## config.mk

```make
export PLATFORM = sky130hd
export DESIGN_NAME = twi_sel_slave
export DESIGN_NICKNAME = d
export VERILOG_FILES = /design/src/rtl/twi_sel_pkg.sv /design/src/rtl/twi_sel_sync.sv /design/src/rtl/twi_sel_engine.sv /design/src/rtl/twi_sel_slave.sv
export SDC_FILE = /design/constraint.sdc
export NUM_CORES = 1
export LEC_CHECK = 0
export ABC_AREA = 0
export BUFFER_PORTS_ARGS = -buffer_cell sky130_fd_sc_hd__buf_2
export CAP_MARGIN = 20
export CORE_UTILIZATION = 50
export DETAILED_ROUTE_END_ITERATION = 7
export PLACE_DENSITY_LB_ADDON = 0.2
export SLEW_MARGIN = 5
export SYNTH_ARGS = -nofsm -noshare
export SYNTH_HDL_FRONTEND = slang
export SYNTH_SLANG_ARGS = --single-unit
```

## constraint.sdc

```tcl
create_clock -name clk_i -period 3.25 [get_ports clk_i]
set_input_delay 0.325 -clock clk_i [delete_from_list [all_inputs] [get_ports clk_i]]
set_output_delay 0.325 -clock clk_i [all_outputs]
set_load 0.03 [all_outputs]
```

## src/rtl/twi_sel_pkg.sv

```systemverilog
package twi_sel_pkg;
  localparam int BYTE_W = 8;

  typedef enum logic [2:0] {
    ST_IDLE,
    ST_RX,
    ST_ACK,
    ST_TX,
    ST_MACK
  } twi_state_e;

  typedef enum logic [1:0] {
    K_ADDR,
    K_PTR,
    K_DATA
  } rx_kind_e;
endpackage

```

## src/rtl/twi_sel_sync.sv

```systemverilog
module twi_sel_sync #(
  parameter int STAGES = 2
) (
  input  logic clk_i,
  input  logic rst_ni,
  input  logic scl_i,
  input  logic sda_i,
  input  logic sel_ni,
  output logic scl_o,
  output logic scl_prev_o,
  output logic sda_o,
  output logic desel_o,
  output logic start_o,
  output logic stop_o
);
  localparam int W = 3;

  logic [STAGES-1:0][W-1:0] stage_q;
  logic scl_p_q, sda_p_q;

  // lines idle high; select idles deselected
  always_ff @(posedge clk_i or negedge rst_ni) begin
    if (!rst_ni) begin
      stage_q <= '1;
      scl_p_q <= 1'b1;
      sda_p_q <= 1'b1;
    end else begin
      stage_q[0] <= {sel_ni, sda_i, scl_i};
      for (int i = 1; i < STAGES; i++) stage_q[i] <= stage_q[i-1];
      scl_p_q <= stage_q[STAGES-1][0];
      sda_p_q <= stage_q[STAGES-1][1];
    end
  end

  assign scl_o      = stage_q[STAGES-1][0];
  assign sda_o      = stage_q[STAGES-1][1];
  assign desel_o    = stage_q[STAGES-1][2];
  assign scl_prev_o = scl_p_q;
  assign start_o    = scl_o & scl_p_q & sda_p_q & ~sda_o;
  assign stop_o     = scl_o & scl_p_q & ~sda_p_q & sda_o;
endmodule

```

## src/rtl/twi_sel_engine.sv

```systemverilog
module twi_sel_engine
  import twi_sel_pkg::*;
#(
  parameter logic [6:0] DEV_ADDR = 7'h50,
  parameter int         AW       = 8
) (
  input  logic              clk_i,
  input  logic              rst_ni,
  input  logic              scl_i,
  input  logic              scl_prev_i,
  input  logic              sda_i,
  input  logic              start_i,
  input  logic              stop_i,
  input  logic              desel_i,
  input  logic [BYTE_W-1:0] rdata_i,
  output logic              sda_oe_o,
  output logic              we_o,
  output logic [AW-1:0]     addr_o,
  output logic [BYTE_W-1:0] wdata_o
);
  localparam int CW = $clog2(BYTE_W + 1);
  localparam logic [CW-1:0] LAST_RX = CW'(BYTE_W);
  localparam logic [CW-1:0] LAST_TX = CW'(BYTE_W - 1);

  twi_state_e        st_q;
  rx_kind_e          kind_q;
  logic [CW-1:0]     cnt_q;
  logic [BYTE_W-1:0] sh_q;
  logic [BYTE_W-1:0] wdata_q;
  logic [AW-1:0]     ptr_q;
  logic              rd_q, mack_q, we_q, oe_q;
  logic              scl_rise, scl_fall;

  assign scl_rise = scl_i & ~scl_prev_i;
  assign scl_fall = ~scl_i & scl_prev_i;

  always_ff @(posedge clk_i or negedge rst_ni) begin
    if (!rst_ni) begin
      st_q    <= ST_IDLE;
      kind_q  <= K_ADDR;
      cnt_q   <= '0;
      sh_q    <= '0;
      wdata_q <= '0;
      ptr_q   <= '0;
      rd_q    <= 1'b0;
      mack_q  <= 1'b0;
      we_q    <= 1'b0;
      oe_q    <= 1'b0;
    end else begin
      we_q <= 1'b0;
      // pointer steps the cycle after the strobe so the address is stable during it
      if (we_q) ptr_q <= ptr_q + AW'(1);
      if (desel_i) begin
        st_q <= ST_IDLE;
        oe_q <= 1'b0;
      end else if (start_i) begin
        st_q   <= ST_RX;
        kind_q <= K_ADDR;
        cnt_q  <= '0;
        oe_q   <= 1'b0;
      end else if (stop_i) begin
        st_q <= ST_IDLE;
        oe_q <= 1'b0;
      end else begin
        unique case (st_q)
          ST_RX: begin
            if (scl_rise && cnt_q != LAST_RX) begin
              sh_q  <= {sh_q[BYTE_W-2:0], sda_i};
              cnt_q <= cnt_q + CW'(1);
            end else if (scl_fall && cnt_q == LAST_RX) begin
              unique case (kind_q)
                K_ADDR: begin
                  if (sh_q[BYTE_W-1:1] == DEV_ADDR) begin
                    rd_q <= sh_q[0];
                    oe_q <= 1'b1;
                    st_q <= ST_ACK;
                  end else begin
                    st_q <= ST_IDLE;
                  end
                end
                K_PTR: begin
                  ptr_q <= AW'(sh_q);
                  oe_q  <= 1'b1;
                  st_q  <= ST_ACK;
                end
                default: begin
                  we_q    <= 1'b1;
                  wdata_q <= sh_q;
                  oe_q    <= 1'b1;
                  st_q    <= ST_ACK;
                end
              endcase
            end
          end
          ST_ACK: begin
            if (scl_fall) begin
              cnt_q <= '0;
              if (kind_q == K_ADDR && rd_q) begin
                sh_q  <= rdata_i;
                ptr_q <= ptr_q + AW'(1);
                oe_q  <= ~rdata_i[BYTE_W-1];
                st_q  <= ST_TX;
              end else begin
                oe_q   <= 1'b0;
                kind_q <= (kind_q == K_ADDR) ? K_PTR : K_DATA;
                st_q   <= ST_RX;
              end
            end
          end
          ST_TX: begin
            if (scl_fall) begin
              if (cnt_q == LAST_TX) begin
                oe_q <= 1'b0;
                st_q <= ST_MACK;
              end else begin
                sh_q  <= {sh_q[BYTE_W-2:0], 1'b0};
                oe_q  <= ~sh_q[BYTE_W-2];
                cnt_q <= cnt_q + CW'(1);
              end
            end
          end
          ST_MACK: begin
            if (scl_rise) begin
              mack_q <= ~sda_i;
            end else if (scl_fall) begin
              if (mack_q) begin
                sh_q  <= rdata_i;
                ptr_q <= ptr_q + AW'(1);
                oe_q  <= ~rdata_i[BYTE_W-1];
                cnt_q <= '0;
                st_q  <= ST_TX;
              end else begin
                st_q <= ST_IDLE;
              end
            end
          end
          default: ;
        endcase
      end
    end
  end

  assign sda_oe_o = oe_q;
  assign we_o     = we_q;
  assign addr_o   = ptr_q;
  assign wdata_o  = wdata_q;
endmodule

```

## src/rtl/twi_sel_slave.sv

```systemverilog
module twi_sel_slave
  import twi_sel_pkg::*;
#(
  parameter logic [6:0] DEV_ADDR    = 7'h50,
  parameter int         AW          = 8,
  parameter int         SYNC_STAGES = 2
) (
  input  logic              clk_i,
  input  logic              rst_ni,
  input  logic              scl_i,
  input  logic              sda_i,
  output logic              sda_oe_o,
  input  logic              sel_ni,
  input  logic [BYTE_W-1:0] reg_rdata_i,
  output logic              reg_we_o,
  output logic [AW-1:0]     reg_addr_o,
  output logic [BYTE_W-1:0] reg_wdata_o
);
  logic scl_s, scl_p, sda_s, desel_s, start_s, stop_s;

  twi_sel_sync #(
    .STAGES(SYNC_STAGES)
  ) i_sync (
    .clk_i     (clk_i),
    .rst_ni    (rst_ni),
    .scl_i     (scl_i),
    .sda_i     (sda_i),
    .sel_ni    (sel_ni),
    .scl_o     (scl_s),
    .scl_prev_o(scl_p),
    .sda_o     (sda_s),
    .desel_o   (desel_s),
    .start_o   (start_s),
    .stop_o    (stop_s)
  );

  twi_sel_engine #(
    .DEV_ADDR(DEV_ADDR),
    .AW      (AW)
  ) i_engine (
    .clk_i     (clk_i),
    .rst_ni    (rst_ni),
    .scl_i     (scl_s),
    .scl_prev_i(scl_p),
    .sda_i     (sda_s),
    .start_i   (start_s),
    .stop_i    (stop_s),
    .desel_i   (desel_s),
    .rdata_i   (reg_rdata_i),
    .sda_oe_o  (sda_oe_o),
    .we_o      (reg_we_o),
    .addr_o    (reg_addr_o),
    .wdata_o   (reg_wdata_o)
  );
endmodule

```

### Word level (Yosys, flattened, before mapping)

Index checks and enable logic that the tools add are counted.
W data, S select, Z words.

| storage, ports and cells | value |
|---|---|
| output and inout bits | 18 |
| ROM bits | 0 |
| latch bits | 0 |
| memories | 0 |
| register bits | 45 |
| RAM bits | 0 |

| cells by class | value |
|---|---|
| $mul | 0 |
| $lt $le $gt $ge | 0 |
| multiplexer cells | 75 |
| equality and inequality tests | 35 |
| bitwise gates (word level) | 18 |
| add/sub/neg operators | 2 |
| divide/modulo/power cells | 0 |
| shifts and indexed selects | 0 |
| reductions and logical operators | 18 |

Operators by type and width:

| cell | number |
|---|---|
| $mux W8 | 20 |
| $mux W4 | 9 |
| $pmux W8 S4 | 1 |
| $mux W3 | 10 |
| $ne A5 B2 Y1 const B | 6 |
| $pmux W8 S3 | 1 |
| $mux W1 | 21 |
| $mux W2 | 10 |
| $ne A2 B1 Y1 const B | 8 |
| $pmux W4 S4 | 1 |
| $reduce_and A8 Y1 | 2 |
| $ne A3 B1 Y1 const B | 5 |
| $pmux W3 S4 | 1 |
| $reduce_and A12 Y1 | 1 |
| $not A1 Y1 | 11 |
| $ne A5 B3 Y1 const B | 2 |
| $reduce_and A10 Y1 | 1 |
| $reduce_and A5 Y1 | 2 |
| $reduce_and A9 Y1 | 1 |
| $add A8 B1 Y8 const B | 1 |
| $and A1 B1 Y1 | 7 |
| $eq A7 B7 Y1 const B | 1 |
| $reduce_and A7 Y1 | 1 |
| $reduce_bool A7 Y1 | 1 |
| other kinds (18) | 24 |

### Depth between registers and ports, before layout

Gate-level depths: netlist of the first run.

| depth | value |
|---|---|
| depth in word-level cells | 9 |
| depth in mapped cells | 8 |
| depth with buffers taken out | 7 |

### Hierarchy

Synthesis of the first run repeated with hierarchy kept, for this count alone.

| second synthesis, totals | value |
|---|---|
| cells, all modules | 236 |
| area total of the unflattened synthesis | 2,588.7 µm² |

Modules (own cells, without submodules):

| module | area each (µm²) | sequential area each (µm²) | times used | cells an instance |
|---|---|---|---|---|
| twi_sel_engine | 2,358.5 | 925.9 | 1 | 226 |
| twi_sel_sync | 230.2 | 210.2 | 1 | 10 |

### Least setup slack after synthesis of the first run

Ideal clock, no wire load.

| path | value |
|---|---|
| kind | register to register |
| from | register i_engine.cnt_q[0] |
| to | register i_engine.sh_q[0] |
| clock period less this slack | 1,932 ps |
| setup time | 125 ps |
| stages on the path, launching flop included | 8 |
| required time | 3,125 ps |
| slack | 1,318 ps |
| data arrival time | 1,807 ps |
| cell sequence | dfrtp_1 > inv_1 > ha_1 > nand3b_1 > a32o_1 > nor2b_1 > o21ai_2 > mux2_2 |

| on the way | value |
|---|---|
| longest elaborated chain between the ends | 4 |
| elaborated cells on any way between the ends | 6 |
| those cells by class | eq/ne: 4; reduce/logical: 2 |

Ends and longest elaborated chain:

| item | RTL line | RTL |
|---|---|---|
| start: declaration | twi_sel_engine.sv:27 | `logic [CW-1:0] cnt_q;` |
| start signal: assignment | twi_sel_engine.sv:69 | `cnt_q <= cnt_q + CW'(1);` |
| start signal: assignment | twi_sel_engine.sv:118 | `cnt_q <= cnt_q + CW'(1);` |
| $ne A4 B4 Y1 | twi_sel_engine.sv:67 | `if (scl_rise && cnt_q != LAST_RX) begin` |
| $logic_and A1 B1 Y1 | twi_sel_engine.sv:67 |  |
| $ne A2 B1 Y1 (no source line) | -- |  |
| $reduce_and A12 Y1 (no source line) * | -- |  |
| end signal: assignment | twi_sel_engine.sv:68 | `sh_q <= {sh_q[BYTE_W-2:0], sda_i};` |
| end signal: assignment | twi_sel_engine.sv:99 | `sh_q <= rdata_i;` |
| end signal: assignment | twi_sel_engine.sv:116 | `sh_q <= {sh_q[BYTE_W-2:0], 1'b0};` |
| end: declaration | twi_sel_engine.sv:28 | `logic [BYTE_W-1:0] sh_q;` |

Every way passes the cells marked *; elsewhere a longest branch is shown, timed or not.
A chain may end at the register's enable or synchronous reset.

### Final worst setup path of the first run

| path | value |
|---|---|
| from | register i_engine.st_q[0] |
| to | register i_engine.wdata_q[2], in the netlist i_engine.wdata_o[2] |

| on the way | value |
|---|---|
| longest elaborated chain between the ends | 2 |

Ends and longest elaborated chain:

| item | RTL line | RTL |
|---|---|---|
| start: declaration | twi_sel_engine.sv:25 | `twi_state_e st_q;` |
| start signal: assignment | twi_sel_engine.sv:39 | `st_q <= ST_IDLE;` |
| start signal: assignment | twi_sel_engine.sv:54 | `st_q <= ST_IDLE;` |
| start signal: assignment | twi_sel_engine.sv:57 | `st_q <= ST_RX;` |
| $eq A3 B1 Y1 | twi_sel_engine.sv:65 | `unique case (st_q)` |
| $reduce_and A7 Y1 (no source line) | -- |  |
| end signal: assignment | twi_sel_engine.sv:88 | `wdata_q <= sh_q;` |
| end: declaration | twi_sel_engine.sv:29 | `logic [BYTE_W-1:0] wdata_q;` |

No other way between the ends.

==> flow_metrics.env, run 1 <==
export IMPL_grt_pass1_wl_um=9260
export IMPL_synth_warnings=0
export IMPL_place_congestion=0.855
export IMPL_p_int_mw=0.777
export IMPL_start_kind="register"
export IMPL_synth_nets=268
export IMPL_grt_ovfl_total=0
export IMPL_reg2reg_to="i_engine.wdata_o[2]$_DFFE_PN0P_"
export IMPL_vias_per_cell=5.80
export IMPL_critPathTopFamily="simple AND/OR/NAND/NOR gates"
export IMPL_hold_path_class="in -> reg"
export IMPL_clk_latency_ps=300
export IMPL_clock_path_buffers=2
export IMPL_cp_data_arrival_time_ps=2530
export IMPL_hpwlAfterDp_um=3960
export IMPL_max_slew_margin_pct=50.2
export IMPL_fin_crit_ps=2340
export IMPL_final_cell_mix="37 x dfrtp_1, 35 x nand2_1, 30 x buf_2"
export IMPL_ff2ff_path_depth=4
export IMPL_rrSetupSlack_ps=910
export IMPL_max_freq_mhz=428
export IMPL_hold_ws_ps=116
export IMPL_drive_above_1_share_pct=27.3
export IMPL_avgSynthCellArea_um2=10.2
export IMPL_r2r_start="i_engine.st_q[0]$_DFFE_PN0P_"
export IMPL_fin_crit_sh_pct=71.9
export IMPL_p_comb_share_pct=9.9
export IMPL_maxCapViolCount=0
export IMPL_track_usage_pct=22.8
export IMPL_dr_pass1_iters=4
export IMPL_finalWirelength_um=5600
export IMPL_setup_viol=0
export IMPL_syn_inst=252
export IMPL_cp_required_ps=3440
export IMPL_power_leakage_nw=1.27
export IMPL_synth_top_cell_area_share_pct=36.1
export IMPL_clkSinkCount=45
export IMPL_initial_utilization_pct=53.2
export IMPL_die_w_um=73.6
export IMPL_die_y_um=73.6
export IMPL_route_detailed_drc=0
export IMPL_post_cts_resized=0
export IMPL_ios=31
export IMPL_final_util_pct=59.9
export IMPL_rsz0062_at_grt="no"
export IMPL_cts_root_buf="clkbuf_8"
export IMPL_post_drt_wl_per_cell_um=15.8
export IMPL_hold_end="i_sync.stage_q[0]$_DFF_PN1_"
export IMPL_hold_viol=0
export IMPL_rows=25
export IMPL_critical_path_cell_chain="or3b_1 -> or3_1 -> nor2_8 -> mux2_2"
export IMPL_power_density_mw_per_mm2=369
export IMPL_grt_max_degree=46
export IMPL_netlist_area_mm2=0.00256
export IMPL_core_mm2=0.00482
export IMPL_die_area_mm2=0.00542
export IMPL_ant_nets=0
export IMPL_cts_tree="built"
export IMPL_io_buffers=30
export IMPL_cp_slowest_cell="dfrtp_1"
export IMPL_ys_seq_area_share_pct=44.3
export IMPL_yosysTopAreaCell="dfrtp_1"
export IMPL_grt_pass1_vias=1891
export IMPL_min_from="scl_i"
export IMPL_setup_tns_ps=0
export IMPL_switching_share_pct=26.9
export IMPL_pwr_share_seq_pct=57.2
export IMPL_vdd_ir_drop_max_mv=0.273
export IMPL_p_switching_mw=0.287
export IMPL_pwr_share_clk_pct=33.0
export IMPL_syn2layout_area_growth_pct=12.4
export IMPL_worstPathMaxFanout=16
export IMPL_clk_pin_slew_ps=90
export IMPL_slew_viol_final=0
export IMPL_ys_async_sr_fraction_pct=100
export IMPL_cp_slowest_stage_delay_ps=640
export IMPL_netlist_top_cells_area="dfrtp_1 36%, mux2_2 8.3%, dfstp_2 8.2%, nand2_1 5.1%, xnor2_1 2.7%"
export IMPL_outcome="finished clean"
export IMPL_antenna_found_initial=0
export IMPL_synthFlopType="dfrtp_1"
export IMPL_cp_end_kind="register"
export IMPL_fin_nets=301
export IMPL_final_common_cell="dfrtp_1"
export IMPL_vias=2047
export IMPL_holdPathStages=1
export IMPL_drtIter0Drc=134
export IMPL_critical_path_depth=4
export IMPL_worst_path_buf_inv=0
export IMPL_antenna_cells=0
export IMPL_ys_seq_elements=45
export IMPL_fin_skew_ps=8.37
export IMPL_numCtsBuffers=5
export IMPL_htree_levels=2
export IMPL_synth_edff_count=0
export IMPL_worstMarginPinSlew_ps=741
export IMPL_path_class="reg -> reg"
export IMPL_synth_cell_type_count=54
## repair_timing
action                                 CTS  global route
hold buffers                             0             1
buffers inserted                         0             0
endpoints found under the hold margin    0             7
## worst max-delay path by stage
stage	from	endpoint	slack (ps)
after global placement	i_engine.st_q[0]$_DFFE_PN0P_	i_engine.wdata_o[1]$_DFFE_PN0P_	990
after CTS	i_engine.st_q[0]$_DFFE_PN0P_	i_engine.wdata_o[2]$_DFFE_PN0P_	940
after detailed placement	i_engine.st_q[0]$_DFFE_PN0P_	i_engine.wdata_o[6]$_DFFE_PN0P_	950
after global routing	i_engine.st_q[0]$_DFFE_PN0P_	i_engine.wdata_o[2]$_DFFE_PN0P_	820
after floorplan	i_engine.cnt_q[0]$_DFFE_PN0P_	i_engine.sh_q[0]$_DFFE_PN0P_	1320
final	i_engine.st_q[0]$_DFFE_PN0P_	i_engine.wdata_o[2]$_DFFE_PN0P_	910
## power groups by stage
stage / sequential, mW / clock, mW / combinational, mW
4_1_cts: 0.609 / 0.360 / 0.102
6_report: 0.608 / 0.351 / 0.105
5_1_grt: 0.612 / 0.378 / 0.116
3_3_place_gp: 0.618 / 0 / 0.100
3_5_place_dp: 0.619 / 0 / 0.101
2_1_floorplan: 0.627 / 0 / 0.0513
## Yosys cell counts, drive strengths merged, types with 7 or more instances
master and n:
a21oi 10, a22oi 7, dfrtp 37, dfstp 8
inv 8, mux2 22, nand2 35, nor2 11
nor2b 8, nor3 7, o21ai 10, o22ai 7
xnor2 8, xor2 7
## cells by family after synthesis
| logic type | count (synthesis) | share of synthesized area (%) |
|---|---|---|
| and+or+nand+nor | 87 | 17.9 |
| AOI/OAI and AO/OA | 63 | 17.7 |
| DFF | 45 | 44.3 |
| muxes | 24 | 10.9 |
| xor gates and xnor gates | 15 | 5.12 |
| buffers and inverters | 15 | 2.73 |
| adders and majority gates | 3 | 1.46 |
## metrics by stage
stage | instance area (µm²) | std cells | power, mW | worst slack [ps]
floorplan | 2560 | 252 | 0.679 | 1320
finish | 2880 | 353 | 1.06 | 914
global placement | 2770 | 343 | 0.719 | 994
detailed placement | 2770 | 343 | 0.720 | 946
CTS | 2850 | 351 | 1.07 | 936
global route | 2880 | 353 | 1.11 | 821
## registers in the layout (all words and copies together), names as in the netlist
signal / flops
i_engine.sh_q: 8
i_engine.addr_o: 8
i_engine.mack_q: 1
i_engine.rd_q: 1
i_engine.sda_oe_o: 1
i_engine.wdata_o: 8
i_engine.kind_q: 2
i_engine.cnt_q: 4
i_sync.sda_p_q: 1
i_sync.scl_o: 1
i_sync.stage_q: 3
i_sync.scl_prev_o: 1
i_engine.st_q: 3
i_sync.sda_o: 1
i_engine.we_o: 1
i_sync.desel_o: 1
## per-layer routing
metal	vias to the layer above	global-route usage [%]	part of all wire, %
met4	0	5.77	0.91
met1	983	33.6	49
met2	61	34.4	45
met3	7	4.53	5.5
li1	996	-	-
met5	-	0	0
## area by class of cell
class	count	area (µm²)
clock buffer	6	72.6
sequential	45	1140
inverter	8	30.0
multi-input combinational	192	1360
clock inverter	2	15.0
fill	441	1930
timing repair buffer	33	188
tap	67	83.8
(Power assumes the default switching activity.)
==> run 2: changes to the inputs <==
- clock period: 3.25 -> 2.1 ns (I/O delays scaled with it)
==> flow_metrics.env, run 2 (synthesis gave the netlist of run 1 again) <==
export IMPL_antenna_found_initial=0
export IMPL_syn2layout_area_growth_pct=19.0
export IMPL_power_mw=1.68
export IMPL_rrSetupSlack_ps=80
export IMPL_pwr_share_seq_pct=55.9
export IMPL_worstMarginPinSlew_ps=440
export IMPL_post_cts_buffers=0
export IMPL_drive_above_1_share_pct=31.8
export IMPL_core_mm2=0.00482
export IMPL_r2r_start="i_sync.scl_prev_o$_DFF_PN1_"
export IMPL_pwr_share_clk_pct=33.7
export IMPL_start_kind="register"
export IMPL_slew_viol_final=0
export IMPL_cts_root_buf="clkbuf_8"
export IMPL_cp_end_kind="register"
export IMPL_initial_utilization_pct=53.2
export IMPL_fin_crit_ps=2020
export IMPL_setup_ws_ps=77.2
export IMPL_vias_per_cell=5.82
export IMPL_place_inst=360
export IMPL_die_area_mm2=0.00542
export IMPL_max_slew_margin_pct=70.6
export IMPL_drtIter0Drc=171
export IMPL_min_from="reg_rdata_i[5]"
export IMPL_cp_slowest_cell="dfstp_2"
export IMPL_vias=2165
export IMPL_die_w_um=73.6
export IMPL_p_int_mw=1.24
export IMPL_ant_nets=0
export IMPL_hold_ws_ps=216
export IMPL_final_common_cell="dfrtp_1"
export IMPL_clock_path_buffers=2
export IMPL_hpwlAfterDp_um=4240
export IMPL_worstPathMaxFanout=8
export IMPL_path_class="reg -> reg"
export IMPL_setup_viol=0
export IMPL_route_detailed_drc=0
export IMPL_cp_required_ps=2290
export IMPL_dpl_cell_area_mm2=0.00291
export IMPL_cp_slowest_stage_delay_ps=600
export IMPL_outcome="finished clean"
export IMPL_grt_max_degree=31
export IMPL_antenna_cells=0
export IMPL_power_density_mw_per_mm2=551
export IMPL_fin_crit_sh_pct=96.3
export IMPL_critical_path_cell_chain="nand2b_1 -> buf_4 -> or3_1 -> a21oi_1 -> o21ai_2 -> buf_12 -> mux2_2"
export IMPL_grt_pass1_wl_um=9740
export IMPL_grt_ovfl_total=0
export IMPL_holdPathStages=4
export IMPL_io_buffers=30
export IMPL_switching_share_pct=26.1
export IMPL_stdcell_area_mm2=0.00305
export IMPL_max_freq_mhz=494
export IMPL_final_cell_mix="37 x dfrtp_1, 35 x nand2_1, 30 x buf_2"
export IMPL_htree_levels=2
export IMPL_rows=25
export IMPL_cp_data_arrival_time_ps=2220
export IMPL_ios=31
export IMPL_cts_tree="built"
export IMPL_final_util_pct=63.4
export IMPL_critPathTopFamily="flip-flops"
export IMPL_setup_tns_ps=0
export IMPL_post_drt_wl_per_cell_um=15.9
export IMPL_power_leakage_nw=1.38
export IMPL_p_comb_share_pct=10.4
export IMPL_ff2ff_path_depth=7
export IMPL_hold_path_class="in -> reg"
export IMPL_reg2reg_to="i_engine.sh_q[7]$_DFFE_PN0P_"
export IMPL_dp_worst_setup_slack_ps=82.0
export IMPL_die_y_um=73.6
export IMPL_dr_pass1_iters=4
export IMPL_finalNonFillerCells=372
export IMPL_fin_skew_ps=5.68
export IMPL_hold_end="i_engine.sh_q[5]$_DFFE_PN0P_"
export IMPL_fin_nets=320
export IMPL_clkSinkCount=45
export IMPL_finalWirelength_um=5910
export IMPL_vdd_ir_drop_max_mv=0.458
export IMPL_p_switching_mw=0.439
export IMPL_track_usage_pct=24.1
export IMPL_clk_pin_slew_ps=90
export IMPL_place_congestion=0.925
export IMPL_worst_path_buf_inv=2
export IMPL_hold_viol=0
export IMPL_grt_pass1_vias=2052
export IMPL_maxCapViolCount=0
export IMPL_numCtsBuffers=5
export IMPL_clk_latency_ps=300
-- run 2: power by group through the flow --
stage	combinational [mW]	sequential, mW	clock (mW)
after CTS	0.176	0.942	0.594
after global routing	0.191	0.949	0.613
final	0.174	0.941	0.567
after global placement	0.167	0.957	0
after floorplan	0.0794	0.971	0
after detailed placement	0.169	0.958	0
-- run 2: routing by layer --
| layer | up-vias | wire [µm] | global-route usage [%] |
|---|---|---|---|
| met2 | 74 | 2720 | 37.5 |
| met5 | - | 0 | 0 |
| met3 | 15 | 354 | 4.53 |
| li1 | 1028 | - | - |
| met4 | 0 | 145 | 9.19 |
| met1 | 1048 | 2690 | 33.3 |
-- run 2: how the worst max path moves through the flow --
stage,startpoint,endpoint,depth (start not counted)
2_1_floorplan,i_engine.cnt_q[0]$_DFFE_PN0P_,i_engine.sh_q[0]$_DFFE_PN0P_,7
3_3_place_gp,i_engine.st_q[2]$_DFFE_PN0P_,i_engine.addr_o[7]$_DFF_PN0_,6
3_5_place_dp,i_engine.st_q[2]$_DFFE_PN0P_,i_engine.addr_o[7]$_DFF_PN0_,6
4_1_cts,i_engine.st_q[2]$_DFFE_PN0P_,i_engine.addr_o[7]$_DFF_PN0_,6
5_1_grt,i_engine.cnt_q[0]$_DFFE_PN0P_,i_engine.sh_q[7]$_DFFE_PN0P_,8
6_report,i_sync.scl_prev_o$_DFF_PN1_,i_engine.sh_q[7]$_DFFE_PN0P_,7
-- run 2: worst register-to-register path: cells and delay by family, from the launching register on --
family / cells / cell delay, ps
DFF: 1 / 600
AOI/OAI and AO/OA: 2 / 280
muxes: 1 / 260
and+or+nand+nor: 2 / 460
buffers and inverters: 2 / 320
-- run 2: cell type report --
type / count / area (µm²)
Inverter: 8 / 30.0
Timing Repair Buffer: 52 / 338
Multi-Input combinational cell: 192 / 1370
Fill cell: 432 / 1760
Clock buffer: 6 / 82.6
Clock inverter: 2 / 13.8
Tap cell: 67 / 83.8
Sequential cell: 45 / 1140
-- run 2: timing repair --
item | CTS | global route
endpoints found under the hold margin | 10 | 0
resized for setup | 0 | 2
setup endpoints to repair | 0 | 17
hold buffers | 4 | 0
